**config.mk**
```make
export PLATFORM = sky130hd
export DESIGN_NAME = objx_mailbox
export DESIGN_NICKNAME = d
export VERILOG_FILES = /design/src/rtl/objx_pkg.sv /design/src/rtl/objx_fifo.sv /design/src/rtl/objx_seq.sv /design/src/rtl/objx_mailbox.sv
export SDC_FILE = /design/constraint.sdc
export NUM_CORES = 1
export LEC_CHECK = 0
export BUFFER_PORTS_ARGS = -buffer_cell sky130_fd_sc_hd__buf_2
export CORE_MARGIN = 5
export CORE_UTILIZATION = 40
export DETAILED_ROUTE_END_ITERATION = 6
export SLEW_MARGIN = 25
export SYNTH_ARGS = -nofsm -noshare
export SYNTH_HDL_FRONTEND = slang
export SYNTH_SLANG_ARGS = --single-unit
```
**constraint.sdc**
```tcl
create_clock -name clk -period 10.2 [get_ports clk]
set_input_delay 2.55 -clock clk [delete_from_list [all_inputs] [get_ports clk]]
set_output_delay 2.55 -clock clk [all_outputs]
set_load 0.02 [all_outputs]
```
**src/rtl/objx_pkg.sv**
```systemverilog
package objx_pkg;
  localparam int DW    = 32;
  localparam int LEN_W = 18;

  localparam logic [7:0] OFS_CAP = 8'h04;
  localparam logic [7:0] OFS_CTL = 8'h08;
  localparam logic [7:0] OFS_STS = 8'h0C;
  localparam logic [7:0] OFS_WMB = 8'h10;
  localparam logic [7:0] OFS_RMB = 8'h14;

  localparam int CTL_ABORT = 0;
  localparam int CTL_IEN   = 1;
  localparam int CTL_GO    = 31;
  localparam int ST_INT    = 1;

  typedef enum logic [1:0] {
    SQ_IDLE,
    SQ_SEND,
    SQ_WAIT,
    SQ_ABORT
  } sq_state_e;
endpackage

```
**src/rtl/objx_fifo.sv**
```systemverilog
module objx_fifo #(
  parameter int WIDTH = 32,
  parameter int DEPTH = 16,
  localparam int AW = (DEPTH > 1) ? $clog2(DEPTH) : 1,
  localparam int CW = $clog2(DEPTH + 1)
) (
  input  logic             clk,
  input  logic             rst_n,
  input  logic             flush,
  input  logic             push,
  input  logic [WIDTH-1:0] din,
  input  logic             pop,
  output logic [WIDTH-1:0] dout,
  output logic [CW-1:0]    count,
  output logic             empty,
  output logic             full
);
  logic [WIDTH-1:0] mem [DEPTH];
  logic [AW-1:0]    wp, rp;
  logic             do_push, do_pop;

  assign empty   = (count == '0);
  assign full    = (count == CW'(DEPTH));
  assign do_push = push && !full;
  assign do_pop  = pop && !empty;
  assign dout    = mem[rp];

  function automatic logic [AW-1:0] step(input logic [AW-1:0] p);
    return (p == AW'(DEPTH - 1)) ? '0 : p + 1'b1;
  endfunction

  always_ff @(posedge clk) begin
    if (do_push) mem[wp] <= din;
  end

  always_ff @(posedge clk) begin
    if (!rst_n || flush) begin
      wp    <= '0;
      rp    <= '0;
      count <= '0;
    end else begin
      if (do_push) wp <= step(wp);
      if (do_pop)  rp <= step(rp);
      count <= count + CW'(do_push) - CW'(do_pop);
    end
  end
endmodule

```
**src/rtl/objx_seq.sv**
```systemverilog
module objx_seq
  import objx_pkg::*;
#(
  parameter int ABORT_CYCLES = 4,
  localparam int CNT_W = $clog2(ABORT_CYCLES + 1)
) (
  input  logic      clk,
  input  logic      rst_n,
  input  logic      start,
  input  logic      abort,
  input  logic      req_done,
  input  logic      rsp_done,
  output sq_state_e state
);
  logic [CNT_W-1:0] hold_cnt;

  always_ff @(posedge clk) begin
    if (!rst_n) begin
      state    <= SQ_IDLE;
      hold_cnt <= '0;
    end else if (abort) begin
      state    <= SQ_ABORT;
      hold_cnt <= CNT_W'(ABORT_CYCLES - 1);
    end else begin
      unique case (state)
        SQ_IDLE:  if (start)    state <= SQ_SEND;
        SQ_SEND:  if (req_done) state <= SQ_WAIT;
        SQ_WAIT:  if (rsp_done) state <= SQ_IDLE;
        SQ_ABORT: begin
          if (hold_cnt == '0) state <= SQ_IDLE;
          else                hold_cnt <= hold_cnt - 1'b1;
        end
        default:  state <= SQ_IDLE;
      endcase
    end
  end
endmodule

```
**src/rtl/objx_mailbox.sv**
```systemverilog
module objx_mailbox
  import objx_pkg::*;
#(
  parameter int          ADDR_W       = 8,
  parameter int          WBUF_DEPTH   = 16,
  parameter int          RBUF_DEPTH   = 16,
  parameter int          ABORT_CYCLES = 4,
  parameter logic        IRQ_SUPPORT  = 1'b1,
  parameter logic [10:0] IRQ_MSG      = 11'd5
) (
  input  logic              clk,
  input  logic              rst_n,
  input  logic              bus_wr,
  input  logic [ADDR_W-1:0] bus_addr,
  input  logic [31:0]       bus_wdata,
  output logic [31:0]       bus_rdata,
  output logic              req_valid,
  input  logic              req_ready,
  output logic [31:0]       req_data,
  output logic              req_last,
  input  logic              rsp_valid,
  output logic              rsp_ready,
  input  logic [31:0]       rsp_data,
  input  logic              rsp_last,
  output logic              irq
);
  localparam int WCW = $clog2(WBUF_DEPTH + 1);
  localparam int RCW = $clog2(RBUF_DEPTH + 1);

  sq_state_e        state;
  logic             busy, rdy_q, err_q, ien_q, ints_q, wovf_q;
  logic [LEN_W-1:0] len_q;

  logic             w_ctl, w_sts, w_wmb, w_rmb;
  logic             abort_cmd, go_cmd, go_ok, go_bad, err_set;
  logic             req_fire, req_done, rsp_fire, rsp_done;

  logic [DW-1:0]    whead, rhead;
  logic [WCW-1:0]   wcnt;
  logic [RCW-1:0]   rcnt;
  logic             wempty, wfull, rempty, rfull;
  logic             wpush, wflush, rpush, rpop;

  // register decode
  assign w_ctl = bus_wr && (bus_addr == ADDR_W'(OFS_CTL));
  assign w_sts = bus_wr && (bus_addr == ADDR_W'(OFS_STS));
  assign w_wmb = bus_wr && (bus_addr == ADDR_W'(OFS_WMB));
  assign w_rmb = bus_wr && (bus_addr == ADDR_W'(OFS_RMB));

  assign abort_cmd = w_ctl && bus_wdata[CTL_ABORT];
  assign go_cmd    = w_ctl && bus_wdata[CTL_GO] && !bus_wdata[CTL_ABORT];
  assign busy      = (state != SQ_IDLE);

  assign go_ok  = go_cmd && !busy && !rdy_q && !wovf_q &&
                  (wcnt >= WCW'(2)) && (len_q == LEN_W'(wcnt));
  assign go_bad = go_cmd && !busy && !go_ok;

  assign err_set = (w_wmb && (busy || wfull)) || go_bad;

  // request side
  assign wpush     = w_wmb && !busy && !wfull;
  assign wflush    = abort_cmd || go_bad;
  assign req_valid = (state == SQ_SEND) && !wempty;
  assign req_data  = whead;
  assign req_last  = (wcnt == WCW'(1));
  assign req_fire  = req_valid && req_ready;
  assign req_done  = req_fire && req_last;

  // response side
  assign rsp_ready = ((state == SQ_WAIT) && !rfull) || (state == SQ_ABORT);
  assign rsp_fire  = rsp_valid && rsp_ready && (state == SQ_WAIT);
  assign rsp_done  = rsp_fire && rsp_last;
  assign rpush     = rsp_fire;
  assign rpop      = w_rmb && rdy_q;

  objx_fifo #(.WIDTH(DW), .DEPTH(WBUF_DEPTH)) u_wbuf (
    .clk(clk), .rst_n(rst_n), .flush(wflush), .push(wpush), .din(bus_wdata),
    .pop(req_fire), .dout(whead), .count(wcnt), .empty(wempty), .full(wfull)
  );

  objx_fifo #(.WIDTH(DW), .DEPTH(RBUF_DEPTH)) u_rbuf (
    .clk(clk), .rst_n(rst_n), .flush(abort_cmd), .push(rpush), .din(rsp_data),
    .pop(rpop), .dout(rhead), .count(rcnt), .empty(rempty), .full(rfull)
  );

  objx_seq #(.ABORT_CYCLES(ABORT_CYCLES)) u_seq (
    .clk(clk), .rst_n(rst_n), .start(go_ok), .abort(abort_cmd),
    .req_done(req_done), .rsp_done(rsp_done), .state(state)
  );

  // length field of the second request dword
  always_ff @(posedge clk) begin
    if (!rst_n)                          len_q <= '0;
    else if (wpush && wcnt == WCW'(1))   len_q <= bus_wdata[LEN_W-1:0];
  end

  always_ff @(posedge clk) begin
    if (!rst_n)                          wovf_q <= 1'b0;
    else if (wflush || go_ok)            wovf_q <= 1'b0;
    else if (w_wmb && !busy && wfull)    wovf_q <= 1'b1;
  end

  // status flags
  always_ff @(posedge clk) begin
    if (!rst_n) begin
      err_q <= 1'b0;
      rdy_q <= 1'b0;
    end else if (abort_cmd) begin
      err_q <= 1'b0;
      rdy_q <= 1'b0;
    end else begin
      if (err_set) err_q <= 1'b1;
      if (rsp_done)                          rdy_q <= 1'b1;
      else if (rpop && rcnt == RCW'(1))      rdy_q <= 1'b0;
    end
  end

  // interrupt enable and status
  always_ff @(posedge clk) begin
    if (!rst_n) begin
      ien_q  <= 1'b0;
      ints_q <= 1'b0;
    end else begin
      if (w_ctl) ien_q <= bus_wdata[CTL_IEN] & IRQ_SUPPORT;
      if (ien_q && !abort_cmd && (rsp_done || (err_set && !err_q)))
        ints_q <= 1'b1;
      else if (w_sts && bus_wdata[ST_INT])
        ints_q <= 1'b0;
    end
  end

  assign irq = ints_q;

  // read mux
  always_comb begin
    bus_rdata = '0;
    unique case (bus_addr)
      ADDR_W'(OFS_CAP): bus_rdata = {20'b0, IRQ_MSG, IRQ_SUPPORT};
      ADDR_W'(OFS_CTL): bus_rdata = {30'b0, ien_q, 1'b0};
      ADDR_W'(OFS_STS): bus_rdata = {rdy_q, 28'b0, err_q, ints_q, busy};
      ADDR_W'(OFS_RMB): bus_rdata = rdy_q ? rhead : '0;
      default:          bus_rdata = '0;
    endcase
  end

  logic unused_ok;
  assign unused_ok = rempty;
endmodule

```
---- Yosys cells after proc, flatten, opt, wreduce, memory -nomap -nowiden ----
Memory sizes are Yosys's and may differ from the RTL's. A register that Yosys moved wholly into a read port is not among the register bits.
Index checks and enable logic that the tools add are counted.
W data, S select, Z words.
word-level totals
  bits in registers ....................... 54
  input bits .............................. 78
  memories ................................ 2
  RAM bits ................................ 1,024
  logic and storage cells ................. 146
cells by class
  $add $sub $neg .......................... 9
  multiplexer cells ....................... 27
  reduce and logical (&&, ||, !) cells .... 68
  eq/ne operators ......................... 22
  bitwise operators ....................... 2
  order comparisons ....................... 1
memory list
  name        depth  width  rd ports  clocked after Yosys merged registers in  write ports  line             text
  u_rbuf.mem  16     32     1         1                                        1            objx_fifo.sv:18  logic [WIDTH-1:0] mem [DEPTH];
  u_wbuf.mem  16     32     1         1                                        1            objx_fifo.sv:18
operator list
  cell                   count
  $pmux W32 S4           1
  $logic_and A1 B1 Y1    35
  $mux W32               1
  $mux W4                8
  $eq A18 B5 Y1          1
  $add A4 B1 Y4 const B  4
  $eq A4 B4 Y1 const B   4
  $eq A8 B4 Y1 const B   2
  $eq A8 B5 Y1 const B   2
  $mux W2                8
  $logic_not A1 Y1       12
  $add A5 B1 Y5          2
  $eq A5 B1 Y1 const B   2
  $eq A5 B5 Y1 const B   2
  $logic_not A5 Y1       2
  $sub A5 B1 Y5          2
  $ne A3 B3 Y1 const B   3
  $eq A8 B3 Y1 const B   1
  $logic_or A1 B1 Y1     8
  $mux W1                8
  $pmux W2 S4            1
  $reduce_bool A2 Y1     4
  $ge A5 B2 Y1 const B   1
  $eq A2 B2 Y1 const B   2
  10 further kinds       13

---- Depth between registers and ports, before layout ----
  depth after elaboration ................. 16
  depth in mapped cells ................... 15
  mapped depth without buffers ............ 15

---- Modules after synthesis ----
From an unflattened synthesis, not the netlist that was laid out.
unflattened totals
  cell total of the unflattened synthesis .. 2,014
  area total of the unflattened synthesis .. 41,897.7 sq um
by module, submodules not included
  module              area each (sq um)  times used  cells an instance
  objx_fifo (u_wbuf)  20,026.7           1           892
  objx_fifo (u_rbuf)  20,025.5           1           892
  objx_mailbox        1,565.3            1           198
  objx_seq            280.3              1           32

---- Worst setup path before layout ----
Ideal clock, no wire load.
  kind .................................... input -> register
  start ................................... input bus_addr[1]
  end ..................................... memory u_wbuf.mem[1][0], enable pin
  arrival ................................. 6.811 ns
  stages on the path ...................... 5
  path buffers ............................ 1
  data required time ...................... 9.687 ns
  path slack .............................. 2.876 ns
  cells stage by stage .................... nor4b_4 -> and3_1 -> buf_4 -> nand2_1 -> nor4b_1
on the way
  longest elaborated chain between the ends .. 7
ends and longest elaborated chain
  item                              line                text
  start, declared                   objx_mailbox.sv:14  input logic [ADDR_W-1:0] bus_addr,
  $eq A8 B5 Y1                      objx_mailbox.sv:47  assign w_wmb = bus_wr && (bus_addr == ADDR_W'(OFS_WMB));
  $logic_and A1 B1 Y1               objx_mailbox.sv:47
  $logic_and A1 B1 Y1 (2 in a row)  objx_mailbox.sv:61  assign wpush = w_wmb && !busy && !wfull;
  $logic_and A1 B1 Y1               objx_fifo.sv:24     assign do_push = push && !full;
  $mux W1                           objx_fifo.sv:33     if (do_push) mem[wp] <= din;
  $mux W1 (implied by the code)     objx_fifo.sv:33
  end, declared                     objx_fifo.sv:18
Every way passes these cells.

---- Worst setup path after layout ----
  start ................................... input bus_addr[5]
  end ..................................... output bus_rdata[2]
on the way
  longest elaborated chain between the ends .. 2
  elaborated cells between the ends (all ways) .. 5
  classes of those cells .................. 4 x eq/ne; 1 x mux
ends and longest elaborated chain
  item                                  line                 text
  $eq A8 B5 Y1 (tied with other cells)  objx_mailbox.sv:137  unique case (bus_addr)
  $pmux W32 S4 (*)                      objx_mailbox.sv:137
  end, declared                         objx_mailbox.sv:16   output logic [31:0] bus_rdata,
Every way passes the cells marked *; elsewhere a longest branch is shown, timed or not.

==> run metrics <==
status completed; Post-synth top flop edfxtp_1; CTS Root Cell clkbuf_16; syn nets 1959; Pwr Total 8.75 mW; Worst setup SP type primary input; Arrival @ worst endpoint 4.45 ns; Core Area 0.104 mm²; maximum clock path buffer count 3; 1st-iter DRT viols 1560; async set-reset flop share out of synthesis 0%; most common cell in the netlist edfxtp_1; Port Buffers 145; sw frac 19.6%; post-cts hold buffer count 0; Final period util 68.6%; power per standard cell area 182 mW/mm²; Unique masters post-synth 53; Post-synth EDFFs 1024; clk slew on worst S/H paths 0.06 ns; fin crit period 7.00 ns; Placed Instances 3340; Peak supply drop 0.000165 V; slowest CP cell o21ai_0; Post-DP HPWL 49.9 mm; largest cells by area after synthesis edfxtp_1 73%, mux4_2 17%, dfxtp_1 3.0%, ha_1 0.81%, mux2i_1 0.60%; first-pass GRT wire length 139 mm; vias 19.4k; final WL 94.8 mm; Sequential Power Share 55.6%; DRT Pass-1 Iters 5; Worst Max-Slew Pin Slew 1.05 ns; critical path capture point type output port; Required @ worst endpoint 7.65 ns; fill count 8531; Synth top cells by count 1024 x edfxtp_1, 315 x mux4_2, 62 x dfxtp_1, 40 x nor2_1, 39 x clkbuf_1; DR vias/cell 5.48; CTS tree yes; # rows 118; top sig layer met5; WL met1 38.2 mm; largest delay contributor family on the critical path buffers and inverters; Chip Height 334 µm; Layout Cells excl Fill 3547; flops & latches, synth 1086; share of cells above drive strength 1 33.4%; total negative setup slack 0 ns; fin. max-slew vios 0; DR WL met3 6.62 mm; Ys Warns 0; CTS Sinks 1086; post-CTS setup buffers 0; largest net degree at the start of global routing 83; syn_area_per_cell 22.6 µm²; Hold Path Class register to register; remaining global-route overflow 0; CP max FO 34; relative slew slack 29.9%; Hold WS 0.505 ns; die area 0.111 mm²; Crit Path Category primary input to output port; Synth Instances 1852; NetSw 1.71 mW; wire per inst 26.7 µm; fmax 143 MHz; Critical Path, Cell by Cell buf_2 > nor3_1 > nand4_1 > buf_4 > o21ai_0 > buf_2; area leader, netlist edfxtp_1; GPL Wtd Cong 0.776; total track usage 16.9%; Post-CTS Resized 0; CP peak stage delay 0.63 ns; Final Setup Violations 0; clock share of power 43.5%; buffers plus inverters on the worst setup path 3; routed wl met2 47.7 mm; post-synth top area share 73.3%; Initial Util 40.4%; Max Clock Skew 0.0211 ns; post-synthesis sequential area ratio 76.3%; vias in the first global route 20.5k; IO Pins 146; Residual DRC 0; Mapped Area 0.0419 mm²; Area growth, synth to finish 14.3%; fin util 46.2%; Worst-Skew Late Latency 0.68 ns; CP dominant cell by count buf_2; P_leak 14.7 nW; CTS buffer count 109; H-Tree Depth 3; Nets 2179; Routed Antenna Nets 0; Final Hold Viols 0; initial antenna violation count 14; Die Width 334 µm; Combinational Power Share 0.9%; # Max-Cap Violations 0; Int Power 7.04 mW; unrepaired setup endpoints after global routing no
## placed cells by master, fill, tap and decap left out, types with 7 or more instances in the layout
master,n
clkbuf_16,111
mux2i_1,25
mux4_2,315
inv_1,29
xor2_1,7
clkinv_2,17
buf_2,145
nor2_2,8
nand2_1,30
nor2b_1,30
buf_4,48
xnor2_1,10
and2_2,20
a21oi_1,26
nor3_1,9
edfxtp_1,1024
clkbuf_1,24
a31oi_1,7
ha_1,27
nand3_1,9
dfxtp_1,54
clkinv_1,31
nor2_1,40
o21ai_0,9
## sequential cells by signal, summed over array words and instances (netlist names), named ones only
register        flops
irq                 1
u_seq.state         2
err_q               1
rdy_q               1
u_wbuf.mem        512
u_seq.hold_cnt      3
u_wbuf.count        5
len_q              18
u_rbuf.mem        512
u_rbuf.rp           4
ien_q               1
u_wbuf.rp           4
u_rbuf.count        5
u_wbuf.wp           4
u_rbuf.wp           4
wovf_q              1
## kinds of logic after synthesis
logic type / after synthesis / share of synthesized area [%]
flip-flops: 1086 / 76.3
multiplexers: 345 / 17.6
AND/OR/NAND/NOR: 200 / 2.76
buffers and inverters: 117 / 1.24
AO/OA/AOI/OAI: 58 / 0.838
adder cells (fa/ha/maj): 29 / 0.901
XOR/XNOR: 17 / 0.355
## power by group through the flow
| stage | registers (mW) | logic (mW) | clock network, mW |
|---|---|---|---|
| floorplan | 4.97 | 0.00770 | 0 |
| global placement | 4.96 | 0.0702 | 0 |
| detailed placement | 4.96 | 0.0783 | 0 |
| CTS | 4.87 | 0.0784 | 3.89 |
| global route | 4.87 | 0.0870 | 4.08 |
| finish | 4.87 | 0.0785 | 3.80 |
## final timing paths
path / slack, ns / to / depth (start not counted) / start
min: 0.51 / len_q[7] / 2 / len_q[7]
max reg2reg: 6.44 / u_wbuf.mem[11][11] / 8 / u_wbuf.count[2]
max: 3.20 / bus_rdata[2] / 6 / bus_addr[5]
min reg2reg: 0.51 / len_q[7] / 2 / len_q[7]
## per-layer routing
metal,track usage [%],vias up
met1,22.1,10400
met5,0,-
met3,3.90,169
met2,28.8,671
met4,4.30,6
li1,-,8247
## area by class of cell
cell class                 instances  area, µm²  area share (%)
sequential                      1086      32000            66.8
multi-input combinational        649       9510            19.8
clock buffer                     136       2880            6.01
tap                             1380       1730            3.60
timing repair buffer             197       1160            2.41
clock inverter                    67        548            1.14
inverter                          29        109           0.227
antenna                            3       7.51          0.0157
## stage by stage
stage	setup WS [ns]	cell area, µm²
2_1_floorplan	2.88	41900
3_3_place_gp	3.21	44500
3_5_place_dp	3.19	44500
4_1_cts	3.19	47900
5_1_grt	2.98	47900
6_report	3.20	48000
## worst reg2reg max path: stages, from the launching register on
cell	delay, ns
dfxtp_1	0.38
inv_1	0.10
ha_1	0.24
nor4bb_1	0.16
nor3_1	0.61
nand2_1	0.45
nor3b_1	0.41
and2_2	0.56
buf_4	0.49
Note: power is estimated with default switching activity, not from simulation.
